--- src/rtl/tmr_pkg.sv ---
`timescale 1ns/1ps
package tmr_pkg;
  localparam int DATA_W     = 32;
  localparam int HALF_W     = 16;
  localparam int ADDR_W     = 6;
  localparam int NUM_TMR    = 4;
  localparam int NUM_NARROW = 2;
  localparam int RATE_W     = 2;
  localparam int NUM_RATE   = 1 << RATE_W;
  localparam int BASE_SHIFT = 3;
  localparam int FIELD_W    = 4;
  localparam int EN_BIT     = 2;
  localparam int SNAP_BIT   = 16;
  localparam int REG_STEP   = 4;

  localparam logic [ADDR_W-1:0] A_CTRL  = 6'h00;
  localparam logic [ADDR_W-1:0] A_LOAD0 = 6'h0C;
  localparam logic [ADDR_W-1:0] A_CNT12 = 6'h1C;
  localparam logic [ADDR_W-1:0] A_CNT3  = 6'h20;
  localparam logic [ADDR_W-1:0] A_CNT4  = 6'h24;
  localparam logic [ADDR_W-1:0] A_CLR0  = 6'h30;

  function automatic int tmr_width(int idx);
    return (idx < NUM_NARROW) ? HALF_W : DATA_W;
  endfunction

  function automatic logic [DATA_W-1:0] ctrl_mask();
    logic [DATA_W-1:0] m;
    m = '0;
    for (int i = 0; i < NUM_TMR; i++) m[FIELD_W*i +: EN_BIT+1] = '1;
    m[SNAP_BIT] = 1'b1;
    return m;
  endfunction
endpackage

--- src/rtl/tmr_prescale.sv ---
`timescale 1ns/1ps
module tmr_prescale #(
  parameter int BASE_SHIFT = 3,
  parameter int NUM_RATE   = 4
) (
  input  logic                clk,
  input  logic                rst,
  output logic [NUM_RATE-1:0] tick_o
);
  localparam int CNT_W = BASE_SHIFT + NUM_RATE - 1;

  logic [CNT_W-1:0] base_q;

  always_ff @(posedge clk) begin
    if (rst) base_q <= '0;
    else     base_q <= base_q + 1'b1;
  end

  for (genvar k = 0; k < NUM_RATE; k++) begin : g_tick
    assign tick_o[k] = &base_q[BASE_SHIFT+k-1:0];
  end

  // a slower tick always coincides with the fastest one
  p_tick_nest_r2: assert property (@(posedge clk) disable iff (rst)
    tick_o[NUM_RATE-1] |-> tick_o[0]);
  // fastest tick is a single-cycle pulse
  p_tick_pulse_r2: assert property (@(posedge clk) disable iff (rst)
    tick_o[0] |=> !tick_o[0]);
endmodule

--- src/rtl/tmr_channel.sv ---
`timescale 1ns/1ps
module tmr_channel #(
  parameter int W        = 16,
  parameter int RATE_W   = 2,
  parameter int NUM_RATE = 4
) (
  input  logic                clk,
  input  logic                rst,
  input  logic                en_i,
  input  logic [RATE_W-1:0]   rate_i,
  input  logic [NUM_RATE-1:0] tick_i,
  input  logic                load_wr_i,
  input  logic [W-1:0]        load_val_i,
  input  logic                clr_i,
  output logic [W-1:0]        count_o,
  output logic [W-1:0]        load_o,
  output logic                irq_o
);
  logic [W-1:0] load_q, count_q;
  logic         irq_q, step, expire;

  assign step   = en_i & tick_i[rate_i];
  assign expire = step & (count_q <= W'(1));

  always_ff @(posedge clk) begin
    if (rst) begin
      load_q  <= '0;
      count_q <= '0;
      irq_q   <= 1'b0;
    end else begin
      if (load_wr_i) load_q <= load_val_i;
      if (!en_i) begin
        if (load_wr_i) count_q <= load_val_i;
      end else if (step) begin
        count_q <= expire ? load_q : count_q - 1'b1;
      end
      if (expire)     irq_q <= 1'b1;
      else if (clr_i) irq_q <= 1'b0;
    end
  end

  assign count_o = count_q;
  assign load_o  = load_q;
  assign irq_o   = irq_q;

  p_hold_off_r3: assert property (@(posedge clk) disable iff (rst)
    (!en_i && !load_wr_i) |=> $stable(count_o));
  p_step_down_r5: assert property (@(posedge clk) disable iff (rst)
    (en_i && tick_i[rate_i] && count_o > W'(1)) |=> count_o == $past(count_o) - 1'b1);
  p_reload_r6: assert property (@(posedge clk) disable iff (rst)
    (en_i && tick_i[rate_i] && count_o <= W'(1)) |=> count_o == $past(load_o));
  p_irq_set_r4: assert property (@(posedge clk) disable iff (rst)
    (en_i && tick_i[rate_i] && count_o <= W'(1)) |=> irq_o);
  p_irq_sticky_r4: assert property (@(posedge clk) disable iff (rst)
    (irq_o && !clr_i) |=> irq_o);
endmodule

--- src/rtl/tmr_bank.sv ---
`timescale 1ns/1ps
module tmr_bank
  import tmr_pkg::*;
(
  input  logic              clk,
  input  logic              rst,
  input  logic              wr_en,
  input  logic              rd_en,
  input  logic [ADDR_W-1:0] addr,
  input  logic [DATA_W-1:0] wdata,
  output logic [DATA_W-1:0] rdata,
  output logic [NUM_TMR-1:0] irq
);
  localparam logic [DATA_W-1:0] CTRL_MASK = ctrl_mask();

  logic [DATA_W-1:0]   ctrl_q, rdata_q, rd_mux;
  logic [DATA_W-1:0]   snap_q [NUM_NARROW];
  logic [DATA_W-1:0]   cnt_all [NUM_TMR];
  logic [DATA_W-1:0]   load_all [NUM_TMR];
  logic [NUM_TMR-1:0]  load_wr, clr_wr;
  logic [NUM_RATE-1:0] tick;
  logic                snap_mode, snap_take;

  tmr_prescale #(.BASE_SHIFT(BASE_SHIFT), .NUM_RATE(NUM_RATE)) u_pre (
    .clk(clk), .rst(rst), .tick_o(tick));

  for (genvar i = 0; i < NUM_TMR; i++) begin : g_tmr
    localparam int CW = tmr_width(i);
    logic [CW-1:0] cnt_w, load_w;

    assign load_wr[i] = wr_en && (addr == A_LOAD0 + ADDR_W'(REG_STEP*i));
    assign clr_wr[i]  = wr_en && (addr == A_CLR0 + ADDR_W'(REG_STEP*i));

    tmr_channel #(.W(CW), .RATE_W(RATE_W), .NUM_RATE(NUM_RATE)) u_ch (
      .clk(clk), .rst(rst),
      .en_i(ctrl_q[FIELD_W*i + EN_BIT]),
      .rate_i(ctrl_q[FIELD_W*i +: RATE_W]),
      .tick_i(tick),
      .load_wr_i(load_wr[i]),
      .load_val_i(wdata[CW-1:0]),
      .clr_i(clr_wr[i]),
      .count_o(cnt_w),
      .load_o(load_w),
      .irq_o(irq[i]));

    assign cnt_all[i]  = DATA_W'(cnt_w);
    assign load_all[i] = DATA_W'(load_w);
  end

  assign snap_mode = ctrl_q[SNAP_BIT];
  assign snap_take = rd_en && (addr == A_CNT12) && snap_mode;

  always_comb begin
    rd_mux = '0;
    if (addr == A_CTRL)  rd_mux = ctrl_q;
    if (addr == A_CNT12) rd_mux = {cnt_all[1][HALF_W-1:0], cnt_all[0][HALF_W-1:0]};
    if (addr == A_CNT3)  rd_mux = snap_mode ? snap_q[0] : cnt_all[2];
    if (addr == A_CNT4)  rd_mux = snap_mode ? snap_q[1] : cnt_all[3];
    for (int i = 0; i < NUM_TMR; i++)
      if (addr == A_LOAD0 + ADDR_W'(REG_STEP*i)) rd_mux = load_all[i];
  end

  always_ff @(posedge clk) begin
    if (rst) begin
      ctrl_q  <= '0;
      rdata_q <= '0;
      for (int j = 0; j < NUM_NARROW; j++) snap_q[j] <= '0;
    end else begin
      if (wr_en && addr == A_CTRL) ctrl_q <= wdata & CTRL_MASK;
      if (rd_en) rdata_q <= rd_mux;
      if (snap_take)
        for (int j = 0; j < NUM_NARROW; j++) snap_q[j] <= cnt_all[NUM_NARROW + j];
    end
  end

  assign rdata = rdata_q;

  p_rdata_hold_r9: assert property (@(posedge clk) disable iff (rst)
    !rd_en |=> $stable(rdata));
  p_snap_take_r10: assert property (@(posedge clk) disable iff (rst)
    (rd_en && addr == A_CNT12 && ctrl_q[SNAP_BIT]) |=> snap_q[0] == $past(cnt_all[2]));
  p_snap_hold_r10: assert property (@(posedge clk) disable iff (rst)
    !(rd_en && addr == A_CNT12) |=> $stable(snap_q[1]));
  p_ctrl_unused_r11: assert property (@(posedge clk) disable iff (rst)
    (ctrl_q & ~CTRL_MASK) == '0);
endmodule

--- config.mk ---
export PLATFORM = sky130hd
export DESIGN_NAME = tmr_bank
export DESIGN_NICKNAME = d
export VERILOG_FILES = /design/src/rtl/tmr_pkg.sv /design/src/rtl/tmr_prescale.sv /design/src/rtl/tmr_channel.sv /design/src/rtl/tmr_bank.sv
export SDC_FILE = /design/constraint.sdc
export NUM_CORES = 1
export LEC_CHECK = 0
export BUFFER_PORTS_ARGS = -buffer_cell sky130_fd_sc_hd__clkbuf_2
export CAP_MARGIN = 20
export CELL_PAD_IN_SITES_DETAIL_PLACEMENT = 0
export CELL_PAD_IN_SITES_GLOBAL_PLACEMENT = 1
export CORE_MARGIN = 2
export CORE_UTILIZATION = 43
export CTS_CLUSTER_DIAMETER = 120
export DETAILED_ROUTE_END_ITERATION = 16
export PLACE_DENSITY = 0.81
export SLEW_MARGIN = 15
export SYNTH_ARGS = -nofsm -noshare
export SYNTH_HDL_FRONTEND = slang
export SYNTH_SLANG_ARGS = --single-unit
--- constraint.sdc ---
create_clock -name clk -period 2.7 [get_ports clk]
set_input_delay 0.27 -clock clk [delete_from_list [all_inputs] [get_ports clk]]
set_output_delay 0.27 -clock clk [all_outputs]
set_load 0.01 [all_outputs]
==> results.ini, run 1 <==
[pwr]
internal-power_mw=8.30
power_frac_seq_pct=44.4
p_sw_mw=2.63
p_leak_nw=7.14
ir_worst_vdd_uv=345
finalPower_mw=10.9
pwr_density_cell_nw_per_um2=556
swShare_pct=24.0
pwr-share-clk_pct=48.4
share_comb_of_total_power_pct=7.2

[timing]
min_period_over_period_pct=95.1
drv_slew=0
rsz0062_at_grt=no
setup_ws_ns=0.133
tightest_slew_ns=0.855
final_hold_viol_count=0
finalSetupTns_ns=0
fmax_mhz=390
finalClockSkew_ns=0.0155
setup_viol=0
period_minus_slack_ns=2.57
relSlewSlack_pct=42.2

[yosys]
syn_area_um2=16800
ys.flop_type=dfxtp_1
ys_seq_elements=311
yosysWarningCount=0
yosys.area.top_type=dfxtp_1
synth.avg_cell_area_um2=8.31
synth_area_leaders=dfxtp_1 29%, edfxtp_1 11%, a21oi_1 6.8%, mux2i_1 5.6%, nand2_1 5.5%
synthDominantCellAreaShare_pct=29.4
syn_inst=2026
synth-edff-count=64
synth.yosys.seq_area_share_pct=40.8
syn_nets=2079
synthArstFlopShare_pct=0
ys_types=74

[cts]
cts.path.max_buffers=3
clk_latency_ns=0.54
cts_setup_buffers=0
cts-root-buf=clkbuf_16
cts_hold_buf=0
clk_pin_slew_worst_paths_ns=0.06
cts_sinks=311
cts_tree=built
ctsHtreeMaxLevel=2
numCtsBuffers=36

[routing]
dr.first_iter.drc_count=2253
vias=17000
wl_um=68000
drc=0
ant_nets=0
firstDrtPassIters=6
vias_per_cell=6.43
avgRoutedWirePerCell_um=25.7

[die]
die_w_um=202
die_h_um=202
die-area_um2=40800
start_util_pct=43.6
num_rows=72
coreArea_um2=38600
ios=78

[layout]
fin_area_um2=19600
syn_to_final_growth_pct=16.6
fill_cells=3637
post-route-util_pct=50.8
final_cell_mix=247 x nand2_1, 246 x dfxtp_1, 229 x a21oi_1
fin_nets=2151
insertedDiodeCount=0
layout_commonest_cell=nand2_1
drive_above_1_share_pct=15.3

[setup_path]
critPathArrivalTime_ns=3.03
cp-start-kind=flip-flop
crit_buf_inv=0
path_delay_family=simple AND/OR/NAND/NOR gates
slowest_stage=or4_1
worstPathMaxFanout=5
crit_path_max_incr_delay_ns=0.68
crit_chain=or4_4 -> or3_1 -> or4_1 -> o31ai_1 -> o211ai_1 -> a21oi_1
end_kind=flip-flop
critPathRequiredTime_ns=3.16
path_class=reg -> reg

[global_routing]
antenna_found_initial=0
grt_pass1_wl_um=100000
track_usage_pct=32.5
grt_max_degree=63
grt.overflow.total=0
first_global_vias=15000

[placed_design]
port_buffers=77
gp_congestion=1.01
dp_slack_ns=0.0833
dpl.hpwl_um=49000
placed_cell_area_um2=18400

[status]
status=complete, no violations

[min_path]
min_path_type=in -> reg

[run]
cap_viol_max_count=0

-- state kept, by name (all words and copies together), names as in the netlist --
register,flops
ctrl_q,13
g_tmr.u_ch.irq_o,4
snap_q,64
g_tmr.u_ch.count_o,96
u_pre.base_q,6
g_tmr.u_ch.load_o,96
rdata,32
-- routing by layer --
layer / wire, µm / track usage (%) / part of all wire [%] / vias to the layer above
li1: - / - / - / 7564
met1: 27900 / 46.0 / 41 / 8149
met2: 29200 / 48.2 / 43 / 1124
met3: 8010 / 7.09 / 12 / 140
met4: 2870 / 12.4 / 4.2 / 0
met5: 0 / 0 / 0 / -
-- power groups by stage --
stage / Combinational (mW) / Sequential, mW / Clock, mW
after floorplan: 0.440 / 4.94 / 0
after CTS: 0.768 / 4.85 / 5.30
after global routing: 0.839 / 4.85 / 5.50
final: 0.792 / 4.85 / 5.29
after detailed placement: 0.765 / 4.95 / 0
after global placement: 0.759 / 4.95 / 0
-- logic make-up (layout without fill, tap and decap cells) --
group           Yosys count  count (layout)  synth area share [%]
fa+ha+maj                11              11                 0.817
flops                   311             311                  40.8
buf+inv                 221             319                  5.21
xor+xnor                 75              75                  3.90
simple gates            703             703                  20.1
mux                     100             100                  5.99
compound gates          605             605                  23.2
-- synthesized netlist by cell type (all sizes together), types with 11 or more instances --
| master | number |
|---|---|
| o22ai | 31 |
| o31ai | 11 |
| nand3 | 29 |
| and3 | 11 |
| a21oi | 230 |
| mux2i | 94 |
| o32ai | 16 |
| clkbuf | 163 |
| o221ai | 40 |
| nand4 | 11 |
| a2111oi | 18 |
| inv | 28 |
| or3 | 23 |
| nor3 | 49 |
| a22oi | 21 |
| a21boi | 11 |
| xnor2 | 25 |
| buf | 28 |
| or4 | 13 |
| o211ai | 41 |
| and2 | 61 |
| dfxtp | 247 |
| nor4 | 40 |
| o21ai | 84 |
| edfxtp | 64 |
| xor2 | 50 |
| nand2b | 19 |
| nor2 | 166 |
| nand2 | 248 |
| a221oi | 35 |
| a211oi | 18 |
| ha | 11 |
-- per-stage QoR --
step / hold WS [ns] / instances
after floorplan: 0.406 / 2026
after global placement: 0.431 / 2578
after detailed placement: 0.447 / 2578
after CTS: 0.0728 / 2642
after global routing: 0.0793 / 2642
final: 0.113 / 2642
-- worst register-to-register path, delay by kind of cell (launching register included) --
kind,cells,cell delay (ns)
DFF,1,0.31
AOI/OAI and AO/OA,3,0.57
and+or+nand+nor,3,1.62
-- timing repair --
action                                  CTS  global route
endpoints found under the setup margin    0            24
resized for setup                         0             5
endpoints found under the hold margin     0             0
-- area by class of cell --
cell class,count,area (µm²),share of cell area [%]
clock inverter,13,213,1.08
multi-input combinational,1494,9160,46.7
inverter,30,113,0.573
tap,518,648,3.30
timing repair buffer,225,1590,8.10
sequential,311,6870,35.0
clock buffer,51,1040,5.29
-- worst paths after layout --
path	start	endpoint	slack, ns	depth (start not counted)
setup / recovery	g_tmr[3].u_ch.count_o[16]	g_tmr[3].u_ch.count_o[2]	0.13	6
setup reg to reg	g_tmr[3].u_ch.count_o[16]	g_tmr[3].u_ch.count_o[2]	0.13	6
hold / removal	wdata[26]	g_tmr[3].u_ch.load_o[26]	0.11	3
hold reg to reg	u_pre.base_q[0]	u_pre.base_q[0]	0.46	1
(Power assumes the default switching activity.)
==> inputs of run 2 (changes only) <==
--- a/config.mk
+++ b/config.mk
@@ -7,13 +7,11 @@
 export LEC_CHECK = 0
 export BUFFER_PORTS_ARGS = -buffer_cell sky130_fd_sc_hd__clkbuf_2
 export CAP_MARGIN = 20
-export CELL_PAD_IN_SITES_DETAIL_PLACEMENT = 0
-export CELL_PAD_IN_SITES_GLOBAL_PLACEMENT = 1
 export CORE_MARGIN = 2
-export CORE_UTILIZATION = 43
+export CORE_UTILIZATION = 50
 export CTS_CLUSTER_DIAMETER = 120
 export DETAILED_ROUTE_END_ITERATION = 16
-export PLACE_DENSITY = 0.81
+export PLACE_DENSITY = 0.74
 export SLEW_MARGIN = 15
 export SYNTH_ARGS = -nofsm -noshare
 export SYNTH_HDL_FRONTEND = slang
==> results.ini, run 2 (synthesis gave the netlist of run 1 again) <==
[pwr]
power_frac_seq_pct=46.8
share_comb_of_total_power_pct=7.5
ir_worst_vdd_uv=409
p_sw_mw=2.56
p_leak_nw=6.96
pwr_density_cell_nw_per_um2=539
pwr-share-clk_pct=45.7
swShare_pct=24.7
internal-power_mw=7.82

[placed_design]
dpl.cell_count=2484
gp_congestion=0.991
port_buffers=77
dpl.hpwl_um=47600

[cts]
cts_resized=0
cts_sinks=311
cts.path.max_buffers=3
cts_tree=built
ctsHtreeMaxLevel=2
clk_pin_slew_worst_paths_ns=0.07
cts_setup_buffers=0
clk_latency_ns=0.52
numCtsBuffers=36
cts-root-buf=clkbuf_16
cts_hold_buf=0

[global_routing]
grt_max_degree=49
grt.overflow.total=0
track_usage_pct=36.7
antenna_found_initial=0
first_global_vias=15400
grt_pass1_wl_um=98600

[routing]
vias_per_cell=6.68
drc=0
ant_nets=0
vias=17000
avgRoutedWirePerCell_um=26.1
firstDrtPassIters=8
dr.first_iter.drc_count=2635
wl_um=66500

[layout]
fin_nets=2127
insertedDiodeCount=0
drive_above_1_share_pct=14.3
instances_no_fill=2546
syn_to_final_growth_pct=14.3
final_cell_mix=246 x nand2_1, 246 x dfxtp_1, 229 x a21oi_1

[timing]
min_period_over_period_pct=96.4
tightest_slew_ns=0.866
finalSetupTns_ns=0
relSlewSlack_pct=42.0
final_hold_viol_count=0
fmax_mhz=384
setup_viol=0
finalClockSkew_ns=0.0182
period_minus_slack_ns=2.60
drv_slew=0
rsz0062_at_grt=no

[die]
die-area_um2=35200
ios=78
die_w_um=188
die_h_um=188
num_rows=67
start_util_pct=50.5
coreArea_um2=33400

[setup_path]
worstPathMaxFanout=11
end_kind=flip-flop
crit_path_max_incr_delay_ns=0.54
slowest_stage=or4_4
path_delay_family=simple AND/OR/NAND/NOR gates
critPathRequiredTime_ns=3.08
crit_chain=or4_4 -> or3_1 -> nor4_1 -> nand3_1 -> buf_4 -> o221ai_1 -> o22ai_1
crit_buf_inv=1
path_class=reg -> reg
critPathArrivalTime_ns=2.98
cp-start-kind=flip-flop

[status]
status=complete, no violations

[min_path]
min_path_type=in -> reg

[run]
cap_viol_max_count=0

==> run 2: layout make-up <==
type	count	area (µm²)
Sequential cell	311	6870
Tap cell	448	561
Inverter	30	113
Clock inverter	12	83.8
Multi-Input combinational cell	1494	9180
Fill cell	3057	14100
Clock buffer	50	1040
Timing Repair Buffer	201	1410
==> run 2: worst paths after layout <==
path,from,end,slack (ns),cells past startpoint
setup / recovery,g_tmr[3].u_ch.count_o[17],g_tmr[3].u_ch.count_o[24],0.1,7
hold / removal,wdata[26],g_tmr[2].u_ch.load_o[26],0.10,3
setup reg to reg,g_tmr[3].u_ch.count_o[17],g_tmr[3].u_ch.count_o[24],0.1,7
hold reg to reg,u_pre.base_q[0],u_pre.base_q[0],0.47,1
==> run 2: tightest hold or removal path: stages <==
cell	delay, ns
clkbuf_2	0.16
nand2_1	0.09
a21oi_1	0.05
==> run 2: metal layers <==
layer / share of wire [%] / GRT usage, % / up-vias
met2: 42 / 53.7 / 1188
met4: 5.2 / 16.7 / 0
met5: 0 / 0 / -
met1: 41 / 52.5 / 8100
li1: - / - / 7518
met3: 12 / 6.83 / 202
==> run 2: power by group through the flow <==
| stage | sequential [mW] | clock, mW | combinational (mW) |
|---|---|---|---|
| 2_1_floorplan | 4.94 | 0 | 0.440 |
| 3_3_place_gp | 4.95 | 0 | 0.740 |
| 3_5_place_dp | 4.95 | 0 | 0.745 |
| 4_1_cts | 4.85 | 4.74 | 0.749 |
| 5_1_grt | 4.86 | 4.94 | 0.826 |
| 6_report | 4.86 | 4.75 | 0.779 |
==> run 2: through the flow <==
step	power [mW]	hold WS (ns)	area (µm²)	util (%)	worst slack (ns)
5_1_grt	10.6	0.0974	19200	57.7	0.00188
4_1_cts	10.3	0.0784	19200	57.6	0.119
6_report	10.4	0.103	19200	57.7	0.0967
3_5_place_dp	5.70	0.439	18100	54.2	0.145
3_3_place_gp	5.69	0.431	18100	54.2	0.201
2_1_floorplan	5.38	0.406	16800	-	0.272
